File: config.mk
export PLATFORM = sky130hd
export DESIGN_NAME = dly_sweep_ctrl
export DESIGN_NICKNAME = d
export VERILOG_FILES = /design/src/rtl/dsc_pkg.sv /design/src/rtl/dsc_main_ramp.sv /design/src/rtl/dsc_delay_cmp.sv /design/src/rtl/dsc_dly_sweep.sv /design/src/rtl/dly_sweep_ctrl.sv
export SDC_FILE = /design/constraint.sdc
export NUM_CORES = 1
export LEC_CHECK = 0
export BUFFER_PORTS_ARGS = -buffer_cell sky130_fd_sc_hd__buf_2
export CAP_MARGIN = 20
export CORE_MARGIN = 4
export CORE_UTILIZATION = 35
export DETAILED_ROUTE_END_ITERATION = 10
export GPL_TIMING_DRIVEN = 0
export PLACE_DENSITY = 0.58
export SLEW_MARGIN = 20
export SYNTH_ARGS = -nofsm -noshare
export SYNTH_HDL_FRONTEND = slang
export SYNTH_HIERARCHICAL = 1
export SYNTH_SLANG_ARGS = --single-unit
File: constraint.sdc
create_clock -name clk -period 4.77 [get_ports clk]
set_clock_uncertainty 0.2 [all_clocks]
set_input_delay 0.7155 -clock clk [delete_from_list [all_inputs] [get_ports clk]]
set_output_delay 0.7155 -clock clk [all_outputs]
set_load 0.01 [all_outputs]
File: src/rtl/dsc_pkg.sv
package dsc_pkg;
  typedef enum logic {
    MODE_TRIG_AFTER = 1'b0,
    MODE_RUN_AFTER  = 1'b1
  } dmode_e;
endpackage

File: src/rtl/dsc_main_ramp.sv
module dsc_main_ramp
  import dsc_pkg::*;
#(
  parameter int RAMP_W   = 8,
  parameter int MAIN_END = 200
) (
  input  logic              clk,
  input  logic              rst,
  input  logic              trig,
  input  logic              ref_sel,
  input  logic [RAMP_W-1:0] ref_a,
  input  logic [RAMP_W-1:0] ref_b,
  input  logic              mode_in,
  input  logic [RAMP_W-1:0] len_in,
  output logic              main_gate,
  output logic [RAMP_W-1:0] cnt,
  output logic              at_end,
  output logic [RAMP_W-1:0] ref_l,
  output dmode_e            mode_l,
  output logic [RAMP_W-1:0] len_l
);
  localparam logic [RAMP_W-1:0] END_V = RAMP_W'(MAIN_END);

  assign at_end = main_gate && (cnt == END_V);

  always_ff @(posedge clk) begin
    if (rst) begin
      main_gate <= 1'b0;
      cnt       <= '0;
      ref_l     <= '0;
      mode_l    <= MODE_TRIG_AFTER;
      len_l     <= '0;
    end else if (!main_gate) begin
      if (trig) begin
        main_gate <= 1'b1;
        cnt       <= '0;
        ref_l     <= ref_sel ? ref_b : ref_a;
        mode_l    <= dmode_e'(mode_in);
        len_l     <= len_in;
      end
    end else if (at_end) begin
      main_gate <= 1'b0;
      cnt       <= '0;
    end else begin
      cnt <= cnt + 1'b1;
    end
  end

  assert_ramp_bound_R3: assert property (@(posedge clk) disable iff (rst)
    main_gate |-> (cnt <= END_V));
  assert_end_clears_R3: assert property (@(posedge clk) disable iff (rst)
    at_end |=> !main_gate);
  assert_cfg_held_R4: assert property (@(posedge clk) disable iff (rst)
    (main_gate && $past(main_gate)) |-> ($stable(ref_l) && $stable(len_l) && $stable(mode_l)));
endmodule

File: src/rtl/dsc_delay_cmp.sv
module dsc_delay_cmp #(
  parameter int RAMP_W = 8
) (
  input  logic              clk,
  input  logic              rst,
  input  logic              main_gate,
  input  logic              at_end,
  input  logic [RAMP_W-1:0] cnt,
  input  logic [RAMP_W-1:0] ref_l,
  output logic              dgate_n,
  output logic              hit
);
  assign hit = main_gate && !at_end && dgate_n && (cnt == ref_l);

  always_ff @(posedge clk) begin
    if (rst) begin
      dgate_n <= 1'b1;
    end else if (!main_gate || at_end) begin
      dgate_n <= 1'b1;
    end else if (hit) begin
      dgate_n <= 1'b0;
    end
  end

  assert_dgate_in_sweep_R5: assert property (@(posedge clk) disable iff (rst)
    !dgate_n |-> main_gate);
  assert_dgate_holds_R5: assert property (@(posedge clk) disable iff (rst)
    (!dgate_n && !at_end) |=> !dgate_n);
endmodule

File: src/rtl/dsc_dly_sweep.sv
module dsc_dly_sweep
  import dsc_pkg::*;
#(
  parameter int RAMP_W = 8
) (
  input  logic              clk,
  input  logic              rst,
  input  logic              main_gate,
  input  logic              at_end,
  input  logic              dgate_n,
  input  logic              hit,
  input  dmode_e            mode_l,
  input  logic [RAMP_W-1:0] len_l,
  input  logic              dly_trig,
  output logic              bstart_n,
  output logic              dly_gate
);
  logic [RAMP_W-1:0] bcnt;
  logic              run_go, trig_go, start;

  assign run_go  = (mode_l == MODE_RUN_AFTER) && hit;
  assign trig_go = (mode_l == MODE_TRIG_AFTER) && !dgate_n && dly_trig;
  assign start   = main_gate && !at_end && bstart_n && (run_go || trig_go);

  always_ff @(posedge clk) begin
    if (rst) begin
      bstart_n <= 1'b1;
      dly_gate <= 1'b0;
      bcnt     <= '0;
    end else if (!main_gate || at_end) begin
      bstart_n <= 1'b1;
      dly_gate <= 1'b0;
      bcnt     <= '0;
    end else if (start) begin
      bstart_n <= 1'b0;
      dly_gate <= 1'b1;
      bcnt     <= RAMP_W'(1);
    end else if (dly_gate) begin
      if (bcnt >= len_l) dly_gate <= 1'b0;
      else               bcnt     <= bcnt + 1'b1;
    end
  end

  assert_bstart_needs_dgate_R7: assert property (@(posedge clk) disable iff (rst)
    !bstart_n |-> !dgate_n);
  assert_run_start_R6: assert property (@(posedge clk) disable iff (rst)
    ((mode_l == MODE_RUN_AFTER) && $fell(dgate_n)) |-> $fell(bstart_n));
  assert_dly_gate_inside_R9: assert property (@(posedge clk) disable iff (rst)
    dly_gate |-> (main_gate && !bstart_n));
  assert_single_start_R9: assert property (@(posedge clk) disable iff (rst)
    (!bstart_n && !dly_gate) |=> !dly_gate);
endmodule

File: src/rtl/dly_sweep_ctrl.sv
module dly_sweep_ctrl
  import dsc_pkg::*;
#(
  parameter int RAMP_W   = 8,
  parameter int MAIN_END = 200
) (
  input  logic              clk,
  input  logic              rst,
  input  logic              main_trig,
  input  logic              ref_sel,
  input  logic [RAMP_W-1:0] ref_a,
  input  logic [RAMP_W-1:0] ref_b,
  input  logic              dly_mode,
  input  logic [RAMP_W-1:0] dly_len,
  input  logic              dly_trig,
  output logic              dgate_n,
  output logic              bstart_n,
  output logic              main_gate,
  output logic              dly_gate
);
  logic [RAMP_W-1:0] cnt, ref_l, len_l;
  logic              at_end, hit;
  dmode_e            mode_l;

  dsc_main_ramp #(.RAMP_W(RAMP_W), .MAIN_END(MAIN_END)) u_ramp (
    .clk(clk), .rst(rst), .trig(main_trig), .ref_sel(ref_sel),
    .ref_a(ref_a), .ref_b(ref_b), .mode_in(dly_mode), .len_in(dly_len),
    .main_gate(main_gate), .cnt(cnt), .at_end(at_end),
    .ref_l(ref_l), .mode_l(mode_l), .len_l(len_l)
  );

  dsc_delay_cmp #(.RAMP_W(RAMP_W)) u_cmp (
    .clk(clk), .rst(rst), .main_gate(main_gate), .at_end(at_end),
    .cnt(cnt), .ref_l(ref_l), .dgate_n(dgate_n), .hit(hit)
  );

  dsc_dly_sweep #(.RAMP_W(RAMP_W)) u_dly (
    .clk(clk), .rst(rst), .main_gate(main_gate), .at_end(at_end),
    .dgate_n(dgate_n), .hit(hit), .mode_l(mode_l), .len_l(len_l),
    .dly_trig(dly_trig), .bstart_n(bstart_n), .dly_gate(dly_gate)
  );

  assert_idle_quiet_R1: assert property (@(posedge clk) disable iff (rst)
    !main_gate |-> (dgate_n && bstart_n && !dly_gate));
endmodule

== After elaboration in Yosys (flattened, before gate mapping) ==
Cells that the tools add are included.

* Register bits: 37
* Bits of input ports: 30
* Output and inout port bits: 4
* Word-level logic and storage cells: 53

* $add $sub $neg: 2
* Magnitude comparators: 1
* Equality and inequality tests: 3
* Muxes and demuxes: 13
* Bitwise operators: 3
* Reduce and logical (&&, ||, !) cells: 21

{| class="wikitable"
|+ Operator list
! cell !! count
|-
| 8-bit 2-to-1 mux || 4
|-
| 8-bit by 1-bit adder with 8-bit output (second input constant) || 2
|-
| 1-bit logical AND || 9
|-
| 1-bit 2-to-1 mux || 9
|-
| 8-bit == test || 1
|-
| 8-bit == test (second input constant) || 1
|-
| 8-bit >= comparator || 1
|-
| 2-bit AND reduction || 3
|-
| 2-bit nonzero test || 2
|-
| 1-bit zero test || 3
|-
| 1-bit NOT || 3
|-
| 3-bit OR reduction || 1
|-
| 1-bit logical OR || 2
|-
| 2-bit by 1-bit inequality test with 1-bit output (second input constant) || 1
|-
| 2-bit OR reduction || 1
|}

== Logic depth before layout (Yosys ltp) ==
Gate-level depths: netlist of the first run.

* Depth in word-level cells: 11
* Mapped depth: 12

== Modules after synthesis ==
The synthesis of the first run kept the hierarchy.

{| class="wikitable"
|+ Modules (own cells, without submodules)
! module !! instances !! cells an instance !! area each (sq um)
|-
| dsc_main_ramp || 1 || 132 || 1161.1
|-
| dsc_dly_sweep || 1 || 79 || 679.4
|-
| dsc_delay_cmp || 1 || 16 || 136.4
|}

== Least setup slack after synthesis of the first run ==
OpenSTA, ideal clock, no wires.

* Path kind: register to register
* From: reg u_ramp.cnt[0]
* To: reg u_dly.bcnt[2]
* Library setup time: 59 ps
* Data arrival time: 2188 ps
* Required time: 4511 ps
* Slack: 2323 ps
* Cell stages (with the launch flop): 13
* Buffers on the path: 0
* Clock period less this slack: 2447 ps
* Cells stage by stage: dfxtp_1 > inv_1 > ha_1 > nand4b_1 > nor4_1 > and2_1 > nand3b_1 > nor3_2 > and2_1 > o21ai_2 > nand2b_4 > or4_1 > nand2_1

* Cells in the longest elaborated chain, start to end: 10
* Elaborated cells on any way between the ends: 13

{| class="wikitable"
|+ RTL lines
! what !! line !! source
|-
| from (decl) || dsc_main_ramp.sv:16 || <nowiki>output logic [RAMP_W-1:0] cnt,</nowiki>
|-
| from (signal assigned) || dsc_main_ramp.sv:45 || <nowiki>cnt <= cnt + 1'b1;</nowiki>
|-
| 8-bit == test || dsc_main_ramp.sv:24 || <nowiki>assign at_end = main_gate && (cnt == END_V);</nowiki>
|-
| 1-bit logical AND || dsc_main_ramp.sv:24 ||
|-
| named net at_end || dly_sweep_ctrl.sv:22 || <nowiki>logic at_end, hit;</nowiki>
|-
| 1-bit zero test || dsc_delay_cmp.sv:13 || <nowiki>assign hit = main_gate && !at_end && dgate_n && (cnt == ref_l);</nowiki>
|-
| 1-bit logical AND (3 in series) || dsc_delay_cmp.sv:13 ||
|-
| named net hit || dly_sweep_ctrl.sv:22 ||
|-
| 1-bit logical AND || dsc_dly_sweep.sv:21 || <nowiki>assign run_go = (mode_l == MODE_RUN_AFTER) && hit;</nowiki>
|-
| 1-bit logical OR || dsc_dly_sweep.sv:23 || <nowiki>assign start = main_gate && !at_end && bstart_n && (run_go || trig_go);</nowiki>
|-
| 1-bit logical AND || dsc_dly_sweep.sv:23 ||
|-
| 3-bit OR reduction (no source line) || - ||
|-
| to (signal assigned) || dsc_dly_sweep.sv:40 || <nowiki>else bcnt <= bcnt + 1'b1;</nowiki>
|-
| to (decl) || dsc_dly_sweep.sv:18 || <nowiki>logic [RAMP_W-1:0] bcnt;</nowiki>
|}

The timed path passes the listed nets, and every way through them passes these cells.
A chain may end at the register's enable or synchronous reset.

== Final worst setup path of the first run ==
Same ends and word-level chain as after synthesis.

==> out/qor.txt, run 1 <==
Max-slew violation count: 0
Post-synthesis sequential area ratio: 37.47%
# H-tree levels: 2
Post-CTS Setup Bufs: 0
Drt first pass iters: 4
Die W: 83.16 µm
FF+latch count, synth: 37
Max-slew headroom: 64.54%
Setup ws final: 2.067 ns
CTS tree: done
Vias in the first global route: 1574
R2R Path Start: u_ramp/cnt[0]
Final ANT Viol Nets: 0
CTS clk-pin slew, worst paths: 0.08 ns
Die ar.: 0.006915 mm²
Critical path data required time: 4.81 ns
DP Area: 0.002227 mm²
First-pass GRT wire length: 7.113 mm
Crit Path Max Fanout: 6
Antenna Cells: 0
Yosys warns: 6
Largest net degree at the start of global routing: 13
GP Congestion: 0.7781
Starting DRT DRC Count: 38
Worst Path Class, Setup: flop to flop
Most repeated library cell on the critical path: and2_1
Syn_nets: 268
Final hold viol count: 0
Final net count: 307
Fmax achieved: 0.3699 GHz
Min Hold Slack: 0.2577 ns
Measured slew at the worst slew-check pin: 0.5319 ns
Die Ht: 83.16 µm
Finished Layout Cells: 339
CP max-delay cell: or4_1
Post-route cell area: 0.002332 mm²
HP Start: u_ramp/len_l[5]
PwrDens: 283.6 mW/mm²
Met1 Use GR: 15.30%
Fraction of registers with async set/reset: 0%
All-Layer GR Usage: 12.75%
Worst setup path startpoint: u_ramp/cnt[0]
Power after layout: 661.4 µW
Worst path max stage delay: 0.46 ns
Run status: finished clean
Clock tree buffer depth: 2
Clock latency on the worst-skew pair: 0.29 ns
Top-area cell type share of the netlist area: 37.47%
Clock Sinks: 37
Most common cell in the netlist: dfxtp_1
Standby leakage power: 0.9057 nW
Final setup vio count: 0
Top Usage Layer GRT: met2
Max-cap violation count: 0
Ys flop type: dfxtp_1
Ranking of synthesized cells by area: dfxtp_1, ha_1, nand2_1
CTS buffer count: 5
IO buf count: 32
Antenna violations before repair: 0
M3 GR Usage: 2.877%
Synth cell count leaders: dfxtp_1, nand2_1, a21oi_1
WL final: 4.288 mm
Layout Utilization: 42.35%
Met2 usage: 21.72%
Num ports: 34
Row count: 27
Dpl ws: 2.083 ns
Clk Tree Root Cell: clkbuf_8
Synth cell types: 50
PostCTS Resize Cnt: 0
Synth Cell Area: 0.001977 mm²
Critical Path AT: 2.75 ns
Via density: 4.971
Max VDD drop: 186.0 µV
Placed cell count: 331
DR DRC count: 0
EDFF count, synth: 0
Setup TNS: 0 ns
Crit path time final: 2.703 ns
Starting density of the core: 35.90%
Core ar.: 0.005507 mm²
Syn avg cell area: 8.709 µm²
GRT overflow: 0
Hpwl dp: 3.255 mm
Worst Hold Class: flop to flop
Critical Path Source Type: flop
Crit end category: flop
CTS Hold Bufs: 0
Cell taking the most area after synthesis: dfxtp_1
Layout cells sized above 1: 21.35%
Drt wl/cell: 12.65 µm
Period utilization: 56.67%
Vias: 1685
Synthesis-to-layout area growth: 17.97%
RSZ-0062 raised after global routing: no
CP cell instances: inv_1, ha_1, nand4b_1, nor4_1, and2_1, nand3b_1, nor3_2, and2_1, o21ai_2, nand2b_4, or4_1, nand2_1
Syn Inst Count: 227
[area by class of cell]
class | instances | area [µm²]
well taps | 72 | 90.09
multi-input cells | 167 | 1122
flip-flops and latches | 37 | 740.7
clock buffers | 7 | 96.34
clock inverters | 1 | 8.758
inverters | 14 | 52.55
repair buffers | 32 | 160.2
plain buffers | 9 | 61.31
fillers | 581 | 3174
[routing by layer]
metal	share of wire [%]	vias up
li1	-	877
met1	45	782
met2	50	19
met3	2.9	7
met4	1.7	0
met5	0	-
[power breakdown]
part,switching [mW],internal (mW)
combinational,0.0433,0.0387
clock,0.117,0.133
sequential,0.00861,0.321
total,0.169,0.493
[cell usage in the layout, fill, tap and decap left out, drive strengths merged, types with 2 or more instances in the layout]
cell type,instances
a211oi,12
clkbuf,11
and3,5
buf,36
or3,3
o21ai,8
o211ai,2
nor3b,3
a21oi,18
nand3,9
nor3,3
dfxtp,37
and2,2
nand3b,3
mux2i,10
xnor2,10
or4,2
inv,15
nand2b,3
a21o,4
nand4b,2
nor2,15
nand4,3
nand2,28
ha,11
[final timing paths]
check / endpoint / slack (ns) / cells after the start
setup / recovery: u_dly/bcnt[2] / 2.07 / 12
hold / removal: u_ramp/len_l[5] / 0.26 / 2
setup reg to reg: u_dly/bcnt[2] / 2.07 / 12
hold reg to reg: u_ramp/len_l[5] / 0.26 / 2
[logic make-up (layout without fill, tap and decap cells)]
| logic type | count (synthesis) | in the layout | share of synthesized area, % |
|---|---|---|---|
| AOI/OAI and AO/OA | 49 | 49 | 16.20 |
| xor gates and xnor gates | 10 | 10 | 4.430 |
| adders and majority gates | 11 | 11 | 6.962 |
| buffers and inverters | 23 | 63 | 5.759 |
| DFF | 37 | 37 | 37.47 |
| muxes | 11 | 11 | 5.633 |
| and+or+nand+nor | 86 | 86 | 23.54 |
[critical path, delay by kind of cell, from the launching register on]
family	cells	cell delay (ns)
compound gates	1	0.24
fa+ha+maj	1	0.15
buf+inv	1	0.08
flops	1	0.37
simple gates	9	1.62
[flip-flops by register name, indices dropped and copies added (netlist names)]
| name | flops |
|---|---|
| u_dly/bcnt | 8 |
| u_ramp/len_l | 8 |
| u_ramp/main_gate | 1 |
| u_ramp/ref_l | 8 |
| u_dly/dly_gate | 1 |
| u_cmp/dgate_n | 1 |
| u_dly/bstart_n | 1 |
| u_ramp/mode_l | 1 |
| u_ramp/cnt | 8 |
(Power assumes the default switching activity.)
==> inputs of run 2 (changes only) <==
Settings changed: ABC_AREA set to 1.
Clock period 4.77 ns to 2.7 ns, I/O delays scaled along.
==> out/qor.txt, run 2 <==
Final setup vio count: 0 (unchanged)
Measured slew at the worst slew-check pin: 0.2741 ns (-0.2578 ns)
Post-synthesis sequential area ratio: 35.22% (-2.3 points)
First-pass GRT wire length: 8.176 mm (+15%)
Worst Path Class, Setup: flop to flop
Largest net degree at the start of global routing: 13 (unchanged)
CTS buffer count: 5 (unchanged)
Clock tree buffer depth: 2 (unchanged)
Standby leakage power: 1.117 nW (+23%)
Final ANT Viol Nets: 0 (unchanged)
# H-tree levels: 2 (unchanged)
Clock latency on the worst-skew pair: 0.29 ns (about the same)
GRT overflow: 0 (unchanged)
All-Layer GR Usage: 13.65% (+0.90 points)
CTS clk-pin slew, worst paths: 0.08 ns (about the same)
WL final: 4.543 mm (+5.9%)
PwrDens: 508.0 mW/mm² (+79%)
Antenna violations before repair: 0 (unchanged)
Most common cell in the netlist: nand2_1
Max-cap violation count: 0 (unchanged)
Fraction of registers with async set/reset: 0% (unchanged)
Syn avg cell area: 6.941 µm² (-20%)
Crit end category: flop
Max VDD drop: 309.4 µV (+66%)
Die W: 85.52 µm (+2.8%)
Ys flop type: dfxtp_1
FF+latch count, synth: 37 (unchanged)
Synth cell types: 26 (-48%)
Cell taking the most area after synthesis: dfxtp_1
Synth cell count leaders: nand2_1, dfxtp_1, a21oi_1
Clock Sinks: 37 (unchanged)
Vias in the first global route: 1875 (+19%)
Critical Path AT: 2.16 ns (-0.59 ns)
CTS Hold Bufs: 0 (unchanged)
Crit path time final: 2.142 ns (-0.5616 ns)
Syn_nets: 344 (+28%)
Critical Path Source Type: flop
Setup ws final: 0.5584 ns (-1.508 ns)
Max-slew headroom: 81.70% (+17 points)
Starting DRT DRC Count: 50 (+32%)
Synth Cell Area: 0.002103 mm² (+6.4%)
Num ports: 34 (unchanged)
Setup TNS: 0 ns (unchanged)
Dpl ws: 0.5653 ns (-1.517 ns)
Starting density of the core: 37.06% (+1.2 points)
Top-area cell type share of the netlist area: 35.22% (-2.3 points)
Layout cells sized above 1: 21.28% (-0.066 points)
Row count: 27 (unchanged)
Most frequent cells in the layout: nand2_1, dfxtp_1, buf_2
Synthesis-to-layout area growth: 17.61%
IO buf count: 32 (unchanged)
GP Congestion: 0.7747 (-0.44%)
Run status: finished clean
Yosys warns: 6 (unchanged)
Final net count: 383 (+25%)
Antenna Cells: 0 (unchanged)
Core ar.: 0.005675 mm² (+3.1%)
DR DRC count: 0 (unchanged)
Fmax achieved: 0.4669 GHz (+26%)
Critical path data required time: 2.72 ns (-2.09 ns)
Vias: 1911 (+13%)
Ranking of synthesized cells by area: dfxtp_1, nand2_1, a21oi_1
Clk Tree Root Cell: clkbuf_8
Final hold viol count: 0 (unchanged)
Register Area: 740.7 µm² (unchanged)
Crit Path Max Fanout: 5 (-1)
PostCTS Resize Cnt: 0 (unchanged)
Hpwl dp: 3.508 mm (+7.8%)
Die Ht: 85.52 µm (+2.8%)
Via density: 4.605 (-7.4%)
CTS tree: done
Syn Inst Count: 303 (+33%)
Max-slew violation count: 0 (unchanged)
Multi-input logic area: 0.001159 mm² (+3.2%)
Worst Hold Class: input pin to flop
Most common cell after layout, fill and taps aside: nand2_1
Filler cells: 580 (-0.17%)
Period utilization: 79.32% (+23 points)
Drt wl/cell: 10.95 µm (-13%)
RSZ-0062 raised after global routing: no
Die ar.: 0.007314 mm² (+5.8%)
Post-CTS Setup Bufs: 0 (unchanged)
EDFF count, synth: 0 (unchanged)
Drt first pass iters: 4 (unchanged)
run 2: cell types whose count changed after synthesis, sizes merged, moves of 6 or more:
| cell | previous run | this run |
|---|---|---|
| o21ai | 8 | 21 |
| inv | 14 | 37 |
| a21oi | 18 | 34 |
| nand3 | 9 | 15 |
| nand2 | 28 | 86 |
| nor2 | 15 | 38 |
| a211oi | 12 | 0 |
| mux2i | 10 | 0 |
run 2: power by group:
part	switching (mW)	total [mW]	internal [mW]
Combinational	0.0915	0.160	0.0686
Sequential	0.0183	0.588	0.570
Clock	0.208	0.509	0.300
Total	0.318	1.26	0.939
run 2: stage by stage:
stage          hold WS (ns)  power [mW]  utilization, %  cell area, µm²  std cells
2_1_floorplan        0.2618      0.7090               -            2103        303
3_3_place_gp         0.2799      0.7606           41.47            2354        407
3_5_place_dp         0.2873      0.7626           41.47            2354        407
4_1_cts              0.1345       1.269           43.58            2474        415
5_1_grt              0.1589       1.326           43.58            2474        415
6_report             0.1356       1.257           43.58            2474        415
run 2: worst paths after layout:
kind	from	to	slack, ns	cells past startpoint
worst min-delay path	dly_len[7]	u_ramp/len_l[7]	0.14	3
worst min register to register	u_cmp/dgate_n	u_cmp/dgate_n	0.29	2
worst max register to register	u_ramp/cnt[0]	u_dly/bcnt[0]	0.56	15
worst max-delay path	u_ramp/cnt[0]	u_dly/bcnt[0]	0.56	15
run 2: cell type report:
type	instances	share of cell area, %
plain buffers	7	2.428
inverters	37	5.817
flip-flops and latches	37	29.94
clock buffers	6	3.338
multi-input cells	222	46.84
well taps	72	3.642
clock inverters	2	1.517
repair buffers	32	6.474
run 2: cells by family after synthesis:
kind of cell    after synthesis  synth area share (%)
simple gates                144                 29.98
flops                        37                 35.22
fa+ha+maj                    11                 6.544
buf+inv                      44                 9.696
xor+xnor                     11                 4.581
compound gates               56                 13.98
run 2: layer usage:
| metal | wire length [µm] | track usage [%] |
|---|---|---|
| met3 | 185 | 4.131 |
| met1 | 2294 | 17.79 |
| met2 | 2016 | 22.03 |
| met4 | 47 | 3.453 |
| met5 | 0 | 0 |
run 2: worst max-delay path, stage by stage, from the launching register on:
cell     delay (ns)
dfxtp_1        0.42
inv_1          0.10
ha_1           0.21
nand2_1        0.06
nor2_1         0.06
nand3_1        0.13
inv_1          0.09
nor2_1         0.11
nand2_1        0.05
nor2_1         0.09
nand2_1        0.05
nand2_1        0.07
nand4_1        0.14
nand2_1        0.11
nand2_1        0.05
a21oi_1        0.11
==> inputs of run 3 (changes only) <==
Clock period 2.7 ns to 2.2 ns, I/O delays scaled along.
==> out/qor.txt, run 3 (same netlist as run 2, synthesis figures left out) <==
Core ar.: 0.005675 mm² (unchanged)
Part of the power in the clock network: 40.2% (-0.3 points)
Crit Path Max Fanout: 4 (-1)
Worst setup endpoint: u_dly/bcnt[0]
Max-slew violation count: 0 (unchanged)
R2R depth: 15 (unchanged)
Min Hold Slack: 0.06517 ns (-0.07043 ns)
Drt wl/cell: 10.95 µm (about the same)
Crit path time final: 1.926 ns (-0.2159 ns)
Multi-input logic area: 0.001171 mm² (+1.1%)
Most frequent cells in the layout: nand2_1, dfxtp_1, buf_2
Die W: 85.52 µm (unchanged)
Drt first pass iters: 5 (+1)
Worst Path Class, Setup: flop to flop
CTS buffer count: 5 (unchanged)
Final ANT Viol Nets: 0 (unchanged)
Die Ht: 85.52 µm (unchanged)
CTS tree: done
Standby leakage power: 1.127 nW (+0.87%)
DR DRC count: 0 (unchanged)
Antenna violations before repair: 0 (unchanged)
Synthesis-to-layout area growth: 19.27%
Switch share: 25.16% (-0.15 points)
Num ports: 34 (unchanged)
CTS clk-pin slew, worst paths: 0.08 ns (about the same)
Critical Path Source Type: flop
PwrDens: 615.0 mW/mm² (+21%)
Filler cells: 578 (-0.34%)
Placed cell count: 407 (unchanged)
Max-slew headroom: 82.14% (+0.44 points)
GRT overflow: 0 (unchanged)
Clk Tree Root Cell: clkbuf_8
Measured slew at the worst slew-check pin: 0.2675 ns (-0.006555 ns)
Critical R2R Capture: u_dly/bcnt[0]
Worst Hold Class: input pin to flop
DP Area: 0.002354 mm² (unchanged)
Clock tree buffer depth: 2 (unchanged)
Max-cap violation count: 0 (unchanged)
All-Layer GR Usage: 13.65% (unchanged)
First-pass GRT wire length: 8.176 mm (unchanged)
Clock Sinks: 37 (unchanged)
Run status: finished clean
Hpwl dp: 3.508 mm (unchanged)
Vias in the first global route: 1875 (unchanged)
Fmax achieved: 0.5193 GHz (+11%)
# H-tree levels: 2 (unchanged)
Via density: 4.604 (about the same)
Crit end category: flop
Row count: 27 (unchanged)
Pint: 1.155 mW (+23%)
Clock latency on the worst-skew pair: 0.29 ns (about the same)
Reg power frac: 46.6% (-0.2 points)
Max VDD drop: 379.3 µV (+23%)
GP Congestion: 0.7747 (unchanged)
Layout cells sized above 1: 23.77% (+2.5 points)
Vias: 1920 (+0.47%)
HP Start: dly_len[7]
Flop-to-flop setup slack: 0.27 ns (-0.28 ns)
Combinational share of power: 13.2% (+0.5 points)
Critical path data required time: 2.22 ns (-0.50 ns)
IO buf count: 32 (unchanged)
Starting DRT DRC Count: 65 (+30%)
R2R Path Start: u_ramp/cnt[0]
WL final: 4.565 mm (+0.48%)
Critical Path AT: 1.94 ns (-0.22 ns)
Finished Layout Cells: 417 (+0.48%)
Setup TNS: 0 ns (unchanged)
Final net count: 385 (+0.52%)
Most common cell after layout, fill and taps aside: nand2_1
Post-route cell area: 0.002509 mm² (+1.4%)
Starting density of the core: 37.06% (unchanged)
Die ar.: 0.007314 mm² (unchanged)
Final setup vio count: 0 (unchanged)
Register Area: 748.2 µm² (+1.0%)
NetSw: 388.2 µW (+22%)
Antenna Cells: 0 (unchanged)
Final hold viol count: 0 (unchanged)
Worst setup path startpoint: u_ramp/cnt[0]
RSZ-0062 raised after global routing: no
Largest net degree at the start of global routing: 13 (unchanged)
Layout Utilization: 44.20% (+0.62 points)
Period utilization: 87.53% (+8.2 points)
run 3: what timing repair did:
action,in CTS,in global routing
buffers inserted,0,2
setup endpoints to repair,0,10
gates resized for setup,0,9
hold buffers,0,0
run 3: how the worst min path moves through the flow:
stage / end / slack, ns / cells past startpoint
finish: u_ramp/len_l[7] / 0.07 / 3
global route: u_ramp/len_l[7] / 0.09 / 3
CTS: u_ramp/len_l[7] / 0.06 / 3
detailed placement: u_cmp/dgate_n / 0.29 / 2
global placement: u_dly/bstart_n / 0.28 / 2
floorplan: u_ramp/cnt[1] / 0.20 / 1
run 3: final cells by class:
type / instances / area share, %
Buffer: 7 / 2.394
Clock buffer: 6 / 3.292
Clock inverter: 2 / 1.496
Inverter: 37 / 5.736
Multi-Input combinational cell: 222 / 46.68
Sequential cell: 37 / 29.83
Tap cell: 72 / 3.591
Timing Repair Buffer: 34 / 6.983
run 3: per-stage QoR:
step / power, mW / setup slack, ns
6_report: 1.543 / 0.2743
5_1_grt: 1.631 / 0.006220
4_1_cts: 1.557 / 0.03932
3_5_place_dp: 0.9359 / 0.06531
3_3_place_gp: 0.9334 / 0.05951
2_1_floorplan: 0.8701 / 0.3017
run 3: critical path: stages, from the launching register on:
cell and delay, ns:
dfxtp_4 0.35, inv_1 0.05, ha_1 0.21, nand2_1 0.08, nor2_2 0.05, nand3_2 0.09, inv_2 0.06, nor2_2 0.10
nand2_1 0.05, nor2_1 0.09, nand2_1 0.05, nand2_1 0.07, nand4_1 0.15, nand2_1 0.10, nand2_1 0.05, a21oi_1 0.11
run 3: power groups by stage:
stage	Sequential (mW)	Clock [mW]	Combinational, mW
floorplan	0.733	0	0.137
global placement	0.738	0	0.195
detailed placement	0.738	0	0.198
CTS	0.722	0.636	0.199
global route	0.723	0.671	0.238
finish	0.719	0.621	0.204
run 3: metal layers:
layer	vias up	track usage (%)	share of wire [%]
met5	-	0	0
met4	0	3.453	1.1
met3	5	4.131	3.9
met2	26	22.03	44
met1	844	17.79	51
li1	1045	-	-
